--- config.mk ---
export PLATFORM = sky130hd
export DESIGN_NAME = quad_port_gpio
export DESIGN_NICKNAME = d
export VERILOG_FILES = /design/src/rtl/quad_gpio_pkg.sv /design/src/rtl/qg_sync.sv /design/src/rtl/qg_cfg_port.sv /design/src/rtl/qg_edge_irq.sv /design/src/rtl/quad_port_gpio.sv
export SDC_FILE = /design/constraint.sdc
export NUM_CORES = 1
export LEC_CHECK = 0
export BUFFER_PORTS_ARGS = -buffer_cell sky130_fd_sc_hd__clkbuf_2
export CAP_MARGIN = 20
export CORE_MARGIN = 4
export CORE_UTILIZATION = 49
export CTS_CLUSTER_DIAMETER = 30
export DETAILED_ROUTE_END_ITERATION = 12
export HOLD_SLACK_MARGIN = 0.12
export PLACE_DENSITY = 0.76
export SETUP_SLACK_MARGIN = 0.2
export SYNTH_ARGS = -nofsm -noshare
export SYNTH_HDL_FRONTEND = slang
export SYNTH_SLANG_ARGS = --single-unit
--- constraint.sdc ---
create_clock -name clk -period 1.3 [get_ports clk]
set_input_delay 0.13 -clock clk [delete_from_list [all_inputs] [get_ports clk]]
set_output_delay 0.13 -clock clk [all_outputs]
set_load 0.1 [all_outputs]
--- src/rtl/quad_gpio_pkg.sv ---
package quad_gpio_pkg;

  localparam int ADDR_W = 4;

  localparam logic [ADDR_W-1:0] A_P0_LVL = 4'd0;
  localparam logic [ADDR_W-1:0] A_P1_DIR = 4'd1;
  localparam logic [ADDR_W-1:0] A_P1_CFG = 4'd2;
  localparam logic [ADDR_W-1:0] A_P1_DAT = 4'd3;
  localparam logic [ADDR_W-1:0] A_P1_LVL = 4'd4;
  localparam logic [ADDR_W-1:0] A_P2_DIR = 4'd5;
  localparam logic [ADDR_W-1:0] A_P2_CFG = 4'd6;
  localparam logic [ADDR_W-1:0] A_P2_DAT = 4'd7;
  localparam logic [ADDR_W-1:0] A_P2_LVL = 4'd8;
  localparam logic [ADDR_W-1:0] A_P3_DAT = 4'd9;
  localparam logic [ADDR_W-1:0] A_FLAG   = 4'd10;

  // Output enable of one pin: dir=1 output; cfg=1 open-drain.
  function automatic logic pin_oe(input logic dir, input logic cfg, input logic dat);
    return dir & (~cfg | ~dat);
  endfunction

  // Output data of one pin: only push-pull outputs drive a one.
  function automatic logic pin_do(input logic dir, input logic cfg, input logic dat);
    return dir & ~cfg & dat;
  endfunction

  // Pull-up of one pin: only inputs, selected by cfg.
  function automatic logic pin_pu(input logic dir, input logic cfg);
    return ~dir & cfg;
  endfunction

  // High-to-low change between two samples.
  function automatic logic is_fall(input logic prev, input logic cur);
    return prev & ~cur;
  endfunction

endpackage

--- src/rtl/qg_sync.sv ---
module qg_sync #(
  parameter int W      = 4,
  parameter int STAGES = 2
) (
  input  logic         clk,
  input  logic         rst_n,
  input  logic [W-1:0] d,
  output logic [W-1:0] q
);
  logic [W-1:0] st [STAGES];

  always_ff @(posedge clk or negedge rst_n) begin
    if (!rst_n) begin
      for (int i = 0; i < STAGES; i++) st[i] <= '1;
    end else begin
      st[0] <= d;
      for (int i = 1; i < STAGES; i++) st[i] <= st[i-1];
    end
  end

  assign q = st[STAGES-1];
endmodule

--- src/rtl/qg_cfg_port.sv ---
module qg_cfg_port #(
  parameter int W = 4
) (
  input  logic         clk,
  input  logic         rst_n,
  input  logic         wr_dir,
  input  logic         wr_cfg,
  input  logic         wr_dat,
  input  logic [W-1:0] wdata,
  output logic [W-1:0] dir_q,
  output logic [W-1:0] cfg_q,
  output logic [W-1:0] dat_q,
  output logic [W-1:0] oe,
  output logic [W-1:0] dout,
  output logic [W-1:0] pu,
  output logic         dir_chg
);
  import quad_gpio_pkg::*;

  always_ff @(posedge clk or negedge rst_n) begin
    if (!rst_n) begin
      dir_q <= '0;
      cfg_q <= '1;
      dat_q <= '0;
    end else begin
      if (wr_dir) dir_q <= wdata;
      if (wr_cfg) cfg_q <= wdata;
      if (wr_dat) dat_q <= wdata;
    end
  end

  assign dir_chg = wr_dir && (wdata != dir_q);

  for (genvar i = 0; i < W; i++) begin : g_pin
    assign oe[i]   = pin_oe(dir_q[i], cfg_q[i], dat_q[i]);
    assign dout[i] = pin_do(dir_q[i], cfg_q[i], dat_q[i]);
    assign pu[i]   = pin_pu(dir_q[i], cfg_q[i]);
  end
endmodule

--- src/rtl/qg_edge_irq.sv ---
module qg_edge_irq #(
  parameter int W      = 4,
  parameter int SETTLE = 3
) (
  input  logic         clk,
  input  logic         rst_n,
  input  logic [W-1:0] p0_s,
  input  logic [W-1:0] p1_s,
  input  logic [W-1:0] p1_dir,
  input  logic         p1_dir_chg,
  input  logic         clr,
  output logic [W-1:0] fall_p0,
  output logic [W-1:0] fall_p1,
  output logic         settle_act,
  output logic         any_fall,
  output logic         irq
);
  import quad_gpio_pkg::*;

  localparam int CW = $clog2(SETTLE + 1);

  logic [W-1:0]  hist_p0, hist_p1;
  logic [CW-1:0] settle_cnt;
  logic [W-1:0]  raw_p1;

  for (genvar i = 0; i < W; i++) begin : g_edge
    assign fall_p0[i] = is_fall(hist_p0[i], p0_s[i]);
    assign raw_p1[i]  = is_fall(hist_p1[i], p1_s[i]);
  end

  assign settle_act = (settle_cnt != '0);
  assign fall_p1    = raw_p1 & ~p1_dir & {W{~settle_act}};
  assign any_fall   = (|fall_p0) | (|fall_p1);

  always_ff @(posedge clk or negedge rst_n) begin
    if (!rst_n) begin
      hist_p0    <= '1;
      hist_p1    <= '1;
      settle_cnt <= '0;
      irq        <= 1'b0;
    end else begin
      hist_p0 <= p0_s;
      hist_p1 <= p1_s;
      if (p1_dir_chg)      settle_cnt <= CW'(SETTLE);
      else if (settle_act) settle_cnt <= settle_cnt - 1'b1;
      irq <= any_fall | (irq & ~clr);
    end
  end
endmodule

--- src/rtl/quad_port_gpio.sv ---
module quad_port_gpio #(
  parameter int PIN_W       = 4,
  parameter int SYNC_STAGES = 2
) (
  input  logic                                clk,
  input  logic                                rst_n,
  input  logic                                reg_we,
  input  logic [quad_gpio_pkg::ADDR_W-1:0]    reg_addr,
  input  logic [PIN_W-1:0]                    reg_wdata,
  output logic [PIN_W-1:0]                    reg_rdata,
  input  logic [PIN_W-1:0]                    p0_in,
  output logic [PIN_W-1:0]                    p0_pu,
  input  logic [PIN_W-1:0]                    p1_in,
  output logic [PIN_W-1:0]                    p1_oe,
  output logic [PIN_W-1:0]                    p1_do,
  output logic [PIN_W-1:0]                    p1_pu,
  input  logic [PIN_W-1:0]                    p2_in,
  output logic [PIN_W-1:0]                    p2_oe,
  output logic [PIN_W-1:0]                    p2_do,
  output logic [PIN_W-1:0]                    p2_pu,
  output logic [PIN_W-1:0]                    p3_do,
  output logic                                irq
);
  import quad_gpio_pkg::*;

  localparam int SETTLE = SYNC_STAGES + 1;

  logic [PIN_W-1:0] p0_s, p1_s, p2_s;
  logic [PIN_W-1:0] p1_dir, p1_cfg, p1_dat;
  logic [PIN_W-1:0] p2_dir, p2_cfg, p2_dat;
  logic [PIN_W-1:0] p3_dat;
  logic [PIN_W-1:0] fall_p0, fall_p1;
  logic             p1_dir_chg, p2_dir_chg;
  logic             settle_act, any_fall, clr;

  qg_sync #(.W(PIN_W), .STAGES(SYNC_STAGES)) sync_p0_i (.clk(clk), .rst_n(rst_n), .d(p0_in), .q(p0_s));
  qg_sync #(.W(PIN_W), .STAGES(SYNC_STAGES)) sync_p1_i (.clk(clk), .rst_n(rst_n), .d(p1_in), .q(p1_s));
  qg_sync #(.W(PIN_W), .STAGES(SYNC_STAGES)) sync_p2_i (.clk(clk), .rst_n(rst_n), .d(p2_in), .q(p2_s));

  qg_cfg_port #(.W(PIN_W)) port1_i (
    .clk(clk), .rst_n(rst_n),
    .wr_dir(reg_we && reg_addr == A_P1_DIR),
    .wr_cfg(reg_we && reg_addr == A_P1_CFG),
    .wr_dat(reg_we && reg_addr == A_P1_DAT),
    .wdata(reg_wdata),
    .dir_q(p1_dir), .cfg_q(p1_cfg), .dat_q(p1_dat),
    .oe(p1_oe), .dout(p1_do), .pu(p1_pu), .dir_chg(p1_dir_chg)
  );

  qg_cfg_port #(.W(PIN_W)) port2_i (
    .clk(clk), .rst_n(rst_n),
    .wr_dir(reg_we && reg_addr == A_P2_DIR),
    .wr_cfg(reg_we && reg_addr == A_P2_CFG),
    .wr_dat(reg_we && reg_addr == A_P2_DAT),
    .wdata(reg_wdata),
    .dir_q(p2_dir), .cfg_q(p2_cfg), .dat_q(p2_dat),
    .oe(p2_oe), .dout(p2_do), .pu(p2_pu), .dir_chg(p2_dir_chg)
  );

  always_ff @(posedge clk or negedge rst_n) begin
    if (!rst_n)                            p3_dat <= '0;
    else if (reg_we && reg_addr == A_P3_DAT) p3_dat <= reg_wdata;
  end

  assign clr = reg_we && (reg_addr == A_FLAG) && reg_wdata[0];

  qg_edge_irq #(.W(PIN_W), .SETTLE(SETTLE)) irq_i (
    .clk(clk), .rst_n(rst_n),
    .p0_s(p0_s), .p1_s(p1_s), .p1_dir(p1_dir), .p1_dir_chg(p1_dir_chg),
    .clr(clr),
    .fall_p0(fall_p0), .fall_p1(fall_p1), .settle_act(settle_act),
    .any_fall(any_fall), .irq(irq)
  );

  assign p0_pu = '1;
  assign p3_do = p3_dat;

  always_comb begin
    reg_rdata = '0;
    case (reg_addr)
      A_P0_LVL: reg_rdata = p0_s;
      A_P1_DIR: reg_rdata = p1_dir;
      A_P1_CFG: reg_rdata = p1_cfg;
      A_P1_DAT: reg_rdata = p1_dat;
      A_P1_LVL: reg_rdata = p1_s;
      A_P2_DIR: reg_rdata = p2_dir;
      A_P2_CFG: reg_rdata = p2_cfg;
      A_P2_DAT: reg_rdata = p2_dat;
      A_P2_LVL: reg_rdata = p2_s;
      A_P3_DAT: reg_rdata = p3_dat;
      A_FLAG:   reg_rdata = {{(PIN_W-1){1'b0}}, irq};
      default:  reg_rdata = '0;
    endcase
  end
endmodule

* Word-level counts from Yosys, hierarchy flattened
Index checks and enable logic that the tools add are counted.
Storage, ports and cells: flip-flop bits (word level) 63, latch bits 0, RAM bits 0, memory bits (read-only) 0, output and inout port bits 37, logic and storage cells 135, memories kept 0
Operators by class: add/subtract/negate cells 1, $mul 0, divide/modulo/power cells 0, magnitude comparators 0, equality and inequality tests 11, shift-type cells 0, multiplexer cells 3, bitwise gates (word level) 88, reduce and logical (&&, ||, !) cells 15
Operators with widths (number):
- $pmux 4 s11 | 1
- $and 1x1->1 | 41
- $not 1->1 | 34
- $eq 4x3->1 const B | 4
- $eq 4x4->1 const B | 3
- $logic_and 1x1->1 | 10
- $or 1x1->1 | 10
- $and 4x4->4 | 2
- $eq 4x2->1 const B | 2
- $reduce_or 4->1 | 2
- $eq 4x1->1 const B | 1
- $logic_not 4->1 | 1
- $mux 2 | 2
- $ne 4x4->1 | 1
- $not 4->4 | 1
- $reduce_bool 2->1 | 2
- $sub 2x1->2 const B | 1

* Logic depth before layout (Yosys ltp)
depth after elaboration 7, depth in mapped cells 6

* Modules after synthesis
Synthesis repeated with hierarchy kept, for this count alone.
Second synthesis, totals: cells, all modules 251, area, all modules 3123.0 um^2
Modules (own cells, without submodules):
- qg_cfg_port | instances 2, cells an instance 44, area each 575.6 um^2
- quad_port_gpio | instances 1, cells an instance 94, area each 773.2 um^2
- qg_sync | instances 3, cells an instance 12, area each 240.2 um^2
- qg_edge_irq | instances 1, cells an instance 33, area each 478.0 um^2

* Least setup slack after synthesis
No wires, ideal clock.
kind register -> output, from reg port1_i.cfg_q[0], to out reg_rdata[0], arrival 3.010 ns, slack -1.840 ns, cell stages (with the launch flop) 4, buffers on the path 0, cells stage by stage dfstp_2 nor3b_1 a311oi_1 o31ai_1
Between the ends: longest elaborated chain between the ends 1
Ends and longest elaborated chain:
- start, declared | RTL line qg_cfg_port.sv:11 | output logic [W-1:0] cfg_q,
- start signal, assigned | RTL line qg_cfg_port.sv:27 | if (wr_cfg) cfg_q <= wdata;
- $pmux 4 s11 | RTL line quad_port_gpio.sv:80 | case (reg_addr)
- end, declared | RTL line quad_port_gpio.sv:10 | output logic [PIN_W-1:0] reg_rdata,
No other way between the ends.

* Worst setup path in the final report
from reg port1_i.cfg_q[3], to out reg_rdata[3]
The elaborated chain is that of the path after synthesis.

==> results by group <==
Min path
  – Hold Crit Class: in2reg
  – Number of cells on the worst hold path: 2

Yosys
  – Unique masters post-synth: 48
  – Synth area leaders: dfstp_2 (36%), dfrtp_1 (20%), mux2_2 (12%)
  – Average cell area after synthesis: 12.4 um^2
  – Primary FF master, synth: dfstp_2
  – Sequential cell area fraction in the yosys report: 0.564
  – Synth top area share: 0.364
  – Yosys warnings: 0
  – Synthesized flop and latch total: 63
  – Post-synthesis instance total: around 230
  – Post-synthesis async set-or-reset flop share: 1.00
  – Number of synthesized flops with an enable pin: 0
  – Post-synthesis instance area: 0.00288 mm^2
  – Most common cell in the netlist: dfstp_2
  – Biggest area consumer among synthesized cells: dfstp_2
  – Commonest cells in the netlist: dfstp_2 (40), mux2_2 (30), dfrtp_1 (23)

Status
  – Result of the run: complete, but fails checks
  – Failing checks: negative setup slack

Global routing
  – Initial antenna violation count: 0
  – Total global-route track usage: 0.283
  – Number of global-route vias before repair: 2777
  – Pin count of the biggest net entering global routing: 64
  – Global-route wire length before repair: 15300 um
  – Total grt overflow: 0

Clock network
  – Clk_lat worst skew: 0.35 ns
  – Clock edge transition at the registers on the reported setup and hold paths: ~0.080 ns
  – Inserted Clock Buffers: 9
  – TritonCTS clock tree: done
  – Sinks on the clock net: 63
  – Number of buffers between clock root and the deepest sink: 2
  – Clock Root Buffer: clkbuf_8
  – CTS H-Tree Depth: 3

Floorplanning
  – Starting Density: 0.514
  – Placeable core region: 0.00561 mm^2
  – Die Ht: between 80 and 90 um
  – Overall die width: 84.7 um
  – I/O Pins: 60
  – FP Rows: 27
  – Die area: between 0.007 and 0.008 mm^2

STA
  – Final count of hold timing violations: 0
  – Worst-Margin Slew: 0.642 ns
  – Post-Route Skew: 0.00736 ns
  – Number of max-slew violations in the final report: 0
  – RSZ-0062 raised after global routing: true
  – Final period demand of the worst path: 2.06 ns
  – Setup violation total in the final timing report: 33
  – Smallest setup slack after layout: -0.757 ns
  – Fmax achieved: 0.486 GHz
  – Max transition margin: 0.571
  – Share of the clock period used by the worst path after layout: 1.58

Detailed routing
  – WL per Instance: ~27 um
  – Post-DR vias/cell: 6.20
  – Overall via count from detail_route: about 2800
  – Number of nets still failing antenna checks after routing: 0
  – Starting DRT DRC Count: between 300 and 400
  – Drt pass-1 iters: 6
  – Number of remaining DRC errors: 0
  – Detailed-route wire length: 12400 um

Finish
  – Final core utilization: 0.955
  – Fraction of layout instances using a drive strength above 1: 0.753
  – Signed area change from the synthesized netlist to the final layout: 85.8%
  – Final Net Count: 403
  – Antenna Cells: 0

Critical path
  – Worst reg-to-reg setup slack: -0.19 ns
  – Type of destination of the critical path: primary output
  – Type of the setup path with the least slack: reg2out
  – Reg2reg path depth: 6
  – Critical path data arrival time: about 1.9 ns
  – Required time of the worst setup path: 1.17 ns
  – Critical path depth in cells: 5
  – Delay of the slowest cell on the worst path: 0.56 ns
  – Count of buffering cells on the critical path with inverters included: 1
  – Startpoint type of the worst setup path: flip-flop
  – Top delay family on crit path: flip-flops
  – Cell with the largest stage delay on the worst path: dfstp_2
  – CP cell instances: nor3b_1 -> a31oi_1 -> o22ai_1 -> or4_4 -> buf_12
  – Highest fanout seen on the critical path: 2

Placement
  – DPL Wire Length: about 5800 um
  – RD Place Congestion: 0.851
  – Number of I/O port buffers: 55

Pwr
  – Total design power: 9460 uW
  – IR Drop Worst-Case VDD: roughly 1.8 mV
  – Cell Pwr Density: 1770 mW/mm^2
  – Leakage Power: 0.00235 uW

Flow run
  – Maximum Capacitance Violations: 0
per-stage QoR:
step / cells / area (um^2) / hold WS [ns] / TNS (ns) / worst slack [ns]
2_1_floorplan: 235 / 3200 / -0.166 / -1.92 / -0.488
3_3_place_gp: 406 / 4390 / 0.160 / -4.55 / -0.387
3_5_place_dp: 406 / 4390 / 0.168 / -5.30 / -0.416
4_1_cts: 444 / 5020 / 0.157 / -6.38 / -0.667
5_1_grt: 456 / 5360 / 0.203 / -8.60 / -0.822
6_report: 456 / 5360 / 0.208 / -7.69 / -0.757
per-layer routing:
layer / wire, um / part of all wire / GRT usage
met5: 0 / 0 / 0
met4: 859 / 0.069 / 0.140
met3: 984 / 0.079 / 0.0746
met2: 6090 / 0.49 / 0.487
met1: 4480 / 0.36 / 0.324
cell families after synthesis:
kind of cell	Yosys count	share of synthesized area
AO/OA/AOI/OAI	37	0.0998
other	1	0.00130
buffers and inverters	22	0.0438
adder cells (fa/ha/maj)	1	0.00434
AND/OR/NAND/NOR	70	0.144
multiplexers	33	0.128
XOR/XNOR	5	0.0152
flip-flops	63	0.564
worst reg2reg max path: stages (launching register included):
cell	delay, ns
dfrtp_1	0.41
buf_6	0.16
buf_12	0.11
nor2_2	0.04
a22oi_1	0.19
nand2_1	0.11
a221o_1	0.33
worst paths after layout:
check / start / end
max: port1_i.cfg_q[3] / reg_rdata[3]
min: reg_wdata[3] / p3_do[3]
max reg2reg: port1_i.dir_q[0] / irq_i.irq
min reg2reg: sync_p1_i.st[7] / sync_p1_i.q[3]
max in group asynchronous: rst_n / sync_p2_i.st[7]
min in group asynchronous: rst_n / port2_i.dat_q[3]
layout by cell type, fill, tap and decap left out, types with 7 or more instances in the layout:
cell,instances
a21boi_4,8
buf_12,38
buf_4,33
buf_6,43
clkbuf_2,18
clkbuf_8,10
dfrtp_1,16
dfstp_2,40
dlygate4sd3_1,13
mux2_2,14
mux2_4,17
nor2_4,7
nor2b_4,11
power breakdown:
group          leakage [uW]  internal (uW)  switching [uW]
combinational       0.00156           2190            2890
clock             0.0000964            934             819
sequential         0.000690           2350             284
cell type report:
cell class,count,area (um^2)
Timing Repair Buffer,148,1750
Tap cell,72,90.1
Fill cell,107,250
Clock buffer,12,145
Clock inverter,4,47.5
Inverter,7,26.3
Sequential cell,63,1640
Multi-Input combinational cell,150,1660
repair_timing:
action	in CTS	in global routing
setup endpoints to repair	43	60
gates cloned	0	0
hold buffers	13	0
resized for setup	48	60
buffers inserted	9	12
pin swaps	13	15
endpoints found under the hold margin	75	0
(Power assumes the default switching activity.)
